`config.mk`:
```
export PLATFORM = sky130hd
export DESIGN_NAME = acc_alu
export DESIGN_NICKNAME = d
export VERILOG_FILES = /design/src/rtl/acc_alu_pkg.sv /design/src/rtl/acc_alu_decode.sv /design/src/rtl/acc_alu_core.sv /design/src/rtl/acc_alu_status.sv /design/src/rtl/acc_alu.sv
export SDC_FILE = /design/constraint.sdc
export NUM_CORES = 1
export LEC_CHECK = 0
export BUFFER_PORTS_ARGS = -buffer_cell sky130_fd_sc_hd__buf_2
export CORE_MARGIN = 10
export CORE_UTILIZATION = 30
export CTS_BUF_LIST = sky130_fd_sc_hd__clkbuf_4 sky130_fd_sc_hd__clkbuf_8 sky130_fd_sc_hd__clkbuf_16
export DETAILED_ROUTE_END_ITERATION = 6
export HOLD_SLACK_MARGIN = 0.02
export PLACE_DENSITY = 0.5
export SLEW_MARGIN = 30
export SYNTH_ARGS = -nofsm -noshare
export SYNTH_HDL_FRONTEND = slang
export SYNTH_SLANG_ARGS = --single-unit
export TNS_END_PERCENT = 50
```
`constraint.sdc`:
```
create_clock -name clk -period 9.37 [get_ports clk]
set_clock_uncertainty 0.05 [all_clocks]
set_input_delay 1.874 -clock clk [delete_from_list [all_inputs] [get_ports clk]]
set_output_delay 1.874 -clock clk [all_outputs]
set_load 0.005 [all_outputs]
```
`src/rtl/acc_alu_pkg.sv`:
```
package acc_alu_pkg;

   typedef enum logic [4:0] {
      OP_NONE,
      OP_PASS_W,
      OP_PASS_B,
      OP_CLR,
      OP_ADD,
      OP_SUB,
      OP_INC,
      OP_DEC,
      OP_AND,
      OP_OR,
      OP_XOR,
      OP_COM,
      OP_RL,
      OP_RR,
      OP_SWAP,
      OP_BCLR,
      OP_BSET
   } alu_op_e;

   typedef struct packed {
      alu_op_e op;
      logic    use_lit;
      logic    wr_w;
      logic    wr_f;
      logic    ld_z;
      logic    ld_c;
      logic    ld_dc;
   } dec_t;

   localparam int NFLAG = 3;

endpackage

```
`src/rtl/acc_alu_decode.sv`:
```
module acc_alu_decode
   import acc_alu_pkg::*;
(
   input  logic [6:0] fld,
   output dec_t       dec
);

   logic [1:0] grp;
   logic [3:0] sub;
   logic       dst;

   assign grp = fld[6:5];
   assign sub = fld[4:1];
   assign dst = fld[0];

   always_comb begin
      dec.op      = OP_NONE;
      dec.use_lit = 1'b0;
      dec.wr_w    = 1'b0;
      dec.wr_f    = 1'b0;
      dec.ld_z    = 1'b0;
      dec.ld_c    = 1'b0;
      dec.ld_dc   = 1'b0;
      case (grp)
         2'b00: begin
            dec.wr_w = !dst;
            dec.wr_f = dst;
            case (sub)
               4'h0: begin
                  dec.op   = OP_PASS_W;
                  dec.wr_w = 1'b0;
               end
               4'h1: begin dec.op = OP_CLR;    dec.ld_z = 1'b1; end
               4'h2: begin
                  dec.op    = OP_SUB;
                  dec.ld_z  = 1'b1;
                  dec.ld_c  = 1'b1;
                  dec.ld_dc = 1'b1;
               end
               4'h3: begin dec.op = OP_DEC;    dec.ld_z = 1'b1; end
               4'h4: begin dec.op = OP_OR;     dec.ld_z = 1'b1; end
               4'h5: begin dec.op = OP_AND;    dec.ld_z = 1'b1; end
               4'h6: begin dec.op = OP_XOR;    dec.ld_z = 1'b1; end
               4'h7: begin
                  dec.op    = OP_ADD;
                  dec.ld_z  = 1'b1;
                  dec.ld_c  = 1'b1;
                  dec.ld_dc = 1'b1;
               end
               4'h8: begin dec.op = OP_PASS_B; dec.ld_z = 1'b1; end
               4'h9: begin dec.op = OP_COM;    dec.ld_z = 1'b1; end
               4'hA: begin dec.op = OP_INC;    dec.ld_z = 1'b1; end
               4'hB: dec.op = OP_DEC;
               4'hC: begin dec.op = OP_RR;     dec.ld_c = 1'b1; end
               4'hD: begin dec.op = OP_RL;     dec.ld_c = 1'b1; end
               4'hE: dec.op = OP_SWAP;
               default: dec.op = OP_INC;
            endcase
         end
         2'b01: begin
            if (!sub[3]) begin
               dec.op   = sub[2] ? OP_BSET : OP_BCLR;
               dec.wr_f = 1'b1;
            end
         end
         2'b10: begin
            if (sub[3:2] == 2'b00) begin
               dec.op      = OP_PASS_B;
               dec.use_lit = 1'b1;
               dec.wr_w    = 1'b1;
            end
         end
         default: begin
            dec.use_lit = 1'b1;
            dec.wr_w    = 1'b1;
            case (sub[3:2])
               2'b00:   dec.op = OP_PASS_B;
               2'b01:   begin dec.op = OP_OR;  dec.ld_z = 1'b1; end
               2'b10:   begin dec.op = OP_AND; dec.ld_z = 1'b1; end
               default: begin dec.op = OP_XOR; dec.ld_z = 1'b1; end
            endcase
         end
      endcase
   end

endmodule

```
`src/rtl/acc_alu_core.sv`:
```
module acc_alu_core
   import acc_alu_pkg::*;
#(
   parameter int DATA_W      = 8,
   parameter bit CARRY_CHAIN = 1'b1
) (
   input  alu_op_e           op,
   input  logic [DATA_W-1:0] a,
   input  logic [DATA_W-1:0] b,
   input  logic              cin,
   input  logic [2:0]        bit_idx,
   output logic [DATA_W-1:0] res,
   output logic              z,
   output logic              c,
   output logic              dc
);

   localparam int HALF = DATA_W / 2;

   logic add_ci;
   logic sub_ci;

   generate
      if (CARRY_CHAIN) begin : g_chain
         assign add_ci = cin;
         assign sub_ci = cin;
      end else begin : g_plain
         assign add_ci = 1'b0;
         assign sub_ci = 1'b1;
      end
   endgenerate

   logic              is_sub;
   logic [DATA_W-1:0] x;
   logic              ci;
   logic [DATA_W:0]   full;
   logic [HALF:0]     half;
   logic [DATA_W-1:0] mask;

   always_comb begin
      is_sub = (op == OP_SUB);
      x      = is_sub ? ~a : a;
      ci     = is_sub ? sub_ci : add_ci;
      full   = {1'b0, b} + {1'b0, x} + {{DATA_W{1'b0}}, ci};
      half   = {1'b0, b[HALF-1:0]} + {1'b0, x[HALF-1:0]} + {{HALF{1'b0}}, ci};
      mask   = DATA_W'(1) << bit_idx;
   end

   always_comb begin
      res = '0;
      c   = cin;
      dc  = 1'b0;
      case (op)
         OP_PASS_W: res = a;
         OP_PASS_B: res = b;
         OP_CLR:    res = '0;
         OP_ADD, OP_SUB: begin
            res = full[DATA_W-1:0];
            c   = full[DATA_W];
            dc  = half[HALF];
         end
         OP_INC:  res = b + DATA_W'(1);
         OP_DEC:  res = b - DATA_W'(1);
         OP_AND:  res = a & b;
         OP_OR:   res = a | b;
         OP_XOR:  res = a ^ b;
         OP_COM:  res = ~b;
         OP_RL: begin
            res = {b[DATA_W-2:0], cin};
            c   = b[DATA_W-1];
         end
         OP_RR: begin
            res = {cin, b[DATA_W-1:1]};
            c   = b[0];
         end
         OP_SWAP: res = {b[HALF-1:0], b[DATA_W-1:HALF]};
         OP_BCLR: res = b & ~mask;
         OP_BSET: res = b | mask;
         default: res = '0;
      endcase
      z = (res == '0);
   end

endmodule

```
`src/rtl/acc_alu_status.sv`:
```
module acc_alu_status #(
   parameter int NFLAG = 3
) (
   input  logic             clk,
   input  logic             rst_n,
   input  logic [NFLAG-1:0] ld,
   input  logic [NFLAG-1:0] nxt,
   output logic [NFLAG-1:0] q
);

   generate
      for (genvar i = 0; i < NFLAG; i++) begin : g_flag
         logic q_r;

         always_ff @(posedge clk or negedge rst_n) begin
            if (!rst_n)     q_r <= 1'b0;
            else if (ld[i]) q_r <= nxt[i];
         end

         assign q[i] = q_r;


         flag_hold_chk: assert property (@(posedge clk) disable iff (!rst_n)
            !ld[i] |=> (q[i] == $past(q[i])));


         flag_load_chk: assert property (@(posedge clk) disable iff (!rst_n)
            ld[i] |=> (q[i] == $past(nxt[i])));
      end
   endgenerate

endmodule

```
`src/rtl/acc_alu.sv`:
```
module acc_alu
   import acc_alu_pkg::*;
#(
   parameter int INSTR_W     = 12,
   parameter int DATA_W      = 8,
   parameter bit CARRY_CHAIN = 1'b1
) (
   input  logic               clk,
   input  logic               rst_n,
   input  logic [INSTR_W-1:0] instr,
   input  logic [DATA_W-1:0]  w_data,
   input  logic [DATA_W-1:0]  ram_data,
   input  logic [DATA_W-1:0]  sfr_data,
   input  logic               sfr_sel,
   output logic [DATA_W-1:0]  result,
   output logic               z_next,
   output logic               c_next,
   output logic               dc_next,
   output logic               z_load,
   output logic               c_load,
   output logic               dc_load,
   output logic               w_load,
   output logic               f_load,
   output logic               z_flag,
   output logic               c_flag,
   output logic               dc_flag
);

   localparam int LIT_W = 8;

   generate
      if (INSTR_W != 12) begin : g_bad_instr
         $error("acc_alu: INSTR_W must be 12");
      end
      if (DATA_W < 4 || DATA_W > LIT_W || (DATA_W % 2) != 0) begin : g_bad_data
         $error("acc_alu: DATA_W must be even and within 4..8");
      end
   endgenerate

   dec_t              dec;
   logic [DATA_W-1:0] opnd_b;
   logic [NFLAG-1:0]  flag_q;

   acc_alu_decode u_dec (
      .fld (instr[11:5]),
      .dec (dec)
   );

   // operand B mux, immediate overrides file sources
   assign opnd_b = dec.use_lit ? instr[DATA_W-1:0]
                 : (sfr_sel ? sfr_data : ram_data);

   acc_alu_core #(
      .DATA_W      (DATA_W),
      .CARRY_CHAIN (CARRY_CHAIN)
   ) u_core (
      .op      (dec.op),
      .a       (w_data),
      .b       (opnd_b),
      .cin     (c_flag),
      .bit_idx (instr[7:5]),
      .res     (result),
      .z       (z_next),
      .c       (c_next),
      .dc      (dc_next)
   );

   assign w_load  = dec.wr_w;
   assign f_load  = dec.wr_f;
   assign z_load  = dec.ld_z;
   assign c_load  = dec.ld_c;
   assign dc_load = dec.ld_dc;

   acc_alu_status #(.NFLAG(NFLAG)) u_stat (
      .clk   (clk),
      .rst_n (rst_n),
      .ld    ({z_load, c_load, dc_load}),
      .nxt   ({z_next, c_next, dc_next}),
      .q     (flag_q)
   );

   assign z_flag  = flag_q[2];
   assign c_flag  = flag_q[1];
   assign dc_flag = flag_q[0];


   dest_excl_chk: assert property (@(posedge clk) disable iff (!rst_n)
      $onehot0({w_load, f_load}));


   dest_w_chk: assert property (@(posedge clk) disable iff (!rst_n)
      (instr[11:10] == 2'b00 && !instr[5]) |-> !f_load);


   lit_dest_chk: assert property (@(posedge clk) disable iff (!rst_n)
      (instr[11:10] == 2'b11) |-> (w_load && !f_load && !c_load && !dc_load));


   rot_flag_chk: assert property (@(posedge clk) disable iff (!rst_n)
      (instr[11:7] == 5'b00110) |-> (c_load && !z_load && !dc_load));


   ctrl_quiet_chk: assert property (@(posedge clk) disable iff (!rst_n)
      (instr[11:9] == 3'b101 || instr[11:9] == 3'b011)
      |-> !(w_load || f_load || z_load || c_load || dc_load));

endmodule

```
==> qor.yml <==
setup_path:
  critPathKind: "in -> out"
  timing.rr.end: "u_stat.g_flag[2].q_r"
  crit_fanout: 15
  arrival_ns: 6.83
  r2r_cells: 13
  setup.worst_path.start_class: "input pin"
  r2r_start: "u_stat.g_flag[1].q_r"
  cp-end-kind: "primary output"
  required_ns: 7.45
  ff2ff_setup_slack_ns: 5.94
finish:
  max_flop_register: "u_stat.g_flag.q_r"
  n_fill_cell: 1015
  largest_register_ffs: 3
  final_common_cell: "buf_2"
  final_cell_count_no_fill: 585
  reg_top3: "u_stat.g_flag.q_r (3)"
  final_core_util_pct: 35.6
  nets: 516
  drive_above_1_share_pct: 23.2
  area_growth_pct: 14.1
  regArea_sq_um: 75.1
  layout_common_cells: "57 x buf_2, 40 x nor2_1, 34 x nand2_1"
  diodes: 0
  multi_input_area_sq_um: 2610
routing:
  wl_per_cell_um: 21.8
  drt_iter0_markers: 417
  drt_pass1_iterations: 6
  vias: 3539
  drt-total-wl_um: 12800
  drc: 0
  ant_nets: 0
  viasPerCell: 6.05
pwr:
  leakagePower_uw: 0.00137
  power_uw: 339
  powerDensity_nw_per_um2: 102
  ir_worst_vdd_mv: 0.0790
synth:
  synth_flop_cell: "dfrtp_1"
  synth_enable_flop_cells: 0
  synthArstFlopShare_pct: 100
  ys_seq_area_share_pct: 2.58
  yosysTopAreaCellShare_pct: 7.30
  netlist_instances: 410
  synth_cell_types: 90
  syn-num-nets: 469
  synth_area_leaders: "ha_1 7.3%, nor2_1 5.3%, a21oi_1 4.8%"
  avgSynthCellArea_sq_um: 7.10
  yosysTopAreaCell: "ha_1"
  synth_seq_cells: 3
  synth_area_sq_um: 2910
  yosysWarnings: 0
clocking:
  cts_tree: "done"
  cts_buffers: 3
  post-cts-setup-buffers: 0
  cts.path.max_buffers: 2
  cts_sinks: 3
  hold_buffers: 0
  insertion_delay_ns: 0.21
  clkTransAtPathRegs_ns: 0.03
  post_cts_resize_count: 0
  htreeDepth: 1
  cts_root_buf: "clkbuf_8"
sta:
  holdWs_ns: 0.442
  setup_viol: 0
  final-hold-violation-count: 0
  slew_violations: 0
  rsz0062_at_grt: "no"
  min_period_ns: 8.76
  post-route-period-util_pct: 93.5
  worst_pin_slew_ns: 0.713
  max_slew_margin_pct: 51.2
  tns_ns: 0
  max_freq_mhz: 114
placed_design:
  gp_congestion: 0.911
  hpwl_um: 10100
  place_inst: 581
  portBuffers: 57
floorplanning:
  coreArea_sq_um: 9330
  die-area_sq_um: 14100
  ios: 58
  num_rows: 35
  die_w_um: 119
  die-height_um: 119
  start_util_pct: 31.2
min_path:
  hp-class: "reg -> reg"
  min-delay-start: "u_stat.g_flag[2].q_r"
  worstHoldPathCells: 2
  worstHoldEndpoint: "u_stat.g_flag[2].q_r"
global_route:
  grtUsageTotal_pct: 17.1
  grt_first_pass_wirelength_um: 19700
  antenna_found_initial: 0
  grt_pass1_vias: 3428
  gr-total-overflow: 0
  grt_max_degree: 25
job:
  maxCapViolCount: 0
status:
  status: "finished, final reports clean"
==> where the power goes <==
group	internal, uW	leakage [uW]	switching [uW]
Clock	31.8	0.0000262	7.66
Combinational	105	0.00130	174
Sequential	17.2	0.0000378	4.65
==> stage by stage <==
| step | area [sq um] | worst slack, ns |
|---|---|---|
| 6_report | 3320 | 0.614 |
| 2_1_floorplan | 2910 | 1.22 |
| 5_1_grt | 3320 | 0.245 |
| 3_5_place_dp | 3270 | 0.445 |
| 4_1_cts | 3320 | 0.419 |
| 3_3_place_gp | 3270 | 0.567 |
==> per-layer routing <==
metal	wire (um)	global-route usage, %	share of wire [%]	vias to the layer above
met5	0	0	0	-
met4	442	6.79	3.5	0
met3	1220	3.47	9.5	33
met2	5690	26.9	45	210
met1	5420	22.1	42	1642
li1	-	-	-	1654
==> layout make-up <==
class	count	area share (%)
Clock buffer	4	1.47
Inverter	23	2.60
Multi-Input combinational cell	361	78.4
Sequential cell	3	2.26
Tap cell	129	4.86
Timing Repair Buffer	65	10.4
==> how the worst max path moves through the flow <==
stage | startpoint | end | depth (start not counted)
final | instr[8] | z_next | 22
after global routing | instr[8] | z_next | 22
after CTS | instr[8] | z_next | 22
after detailed placement | instr[8] | z_next | 22
after global placement | instr[9] | z_next | 22
after floorplan | instr[8] | z_next | 20
==> critical path, cell delays in order <==
cell,delay (ns)
buf_2,0.12
inv_1,0.10
ha_1,0.52
nand2b_1,0.21
o211ai_4,0.17
o22a_2,0.29
nand3_4,0.17
nor2_2,0.43
xnor2_1,0.19
fa_1,0.21
inv_1,0.06
fa_1,0.40
a21o_1,0.18
a21oi_1,0.26
xnor2_1,0.13
nand3_1,0.09
a21oi_1,0.06
a311oi_1,0.25
nand4b_1,0.17
or4_4,0.58
nor4_2,0.21
buf_2,0.15
==> cell usage after synthesis (5+ instances only) <==
library cell	count
nand2b_1	7
o211ai_1	10
buf_2	10
a31oi_1	7
buf_4	5
a21oi_1	28
mux2i_1	9
a21o_1	6
xnor2_1	14
ha_1	17
inv_1	21
nand2_1	34
nand3_1	14
o21ai_0	25
nor2_1	41
xor2_1	6
o21a_1	7
o221ai_1	5
o211a_1	5
nor3_1	19
==> cell families after synthesis <==
logic type,Yosys count,synth area share [%]
xor gates and xnor gates,20,6.01
adders and majority gates,20,9.36
buffers and inverters,46,8.03
DFF,3,2.58
muxes,12,4.34
and+or+nand+nor,152,27.7
AOI/OAI and AO/OA,157,42.0
Power figures use the tool's default switching activity.
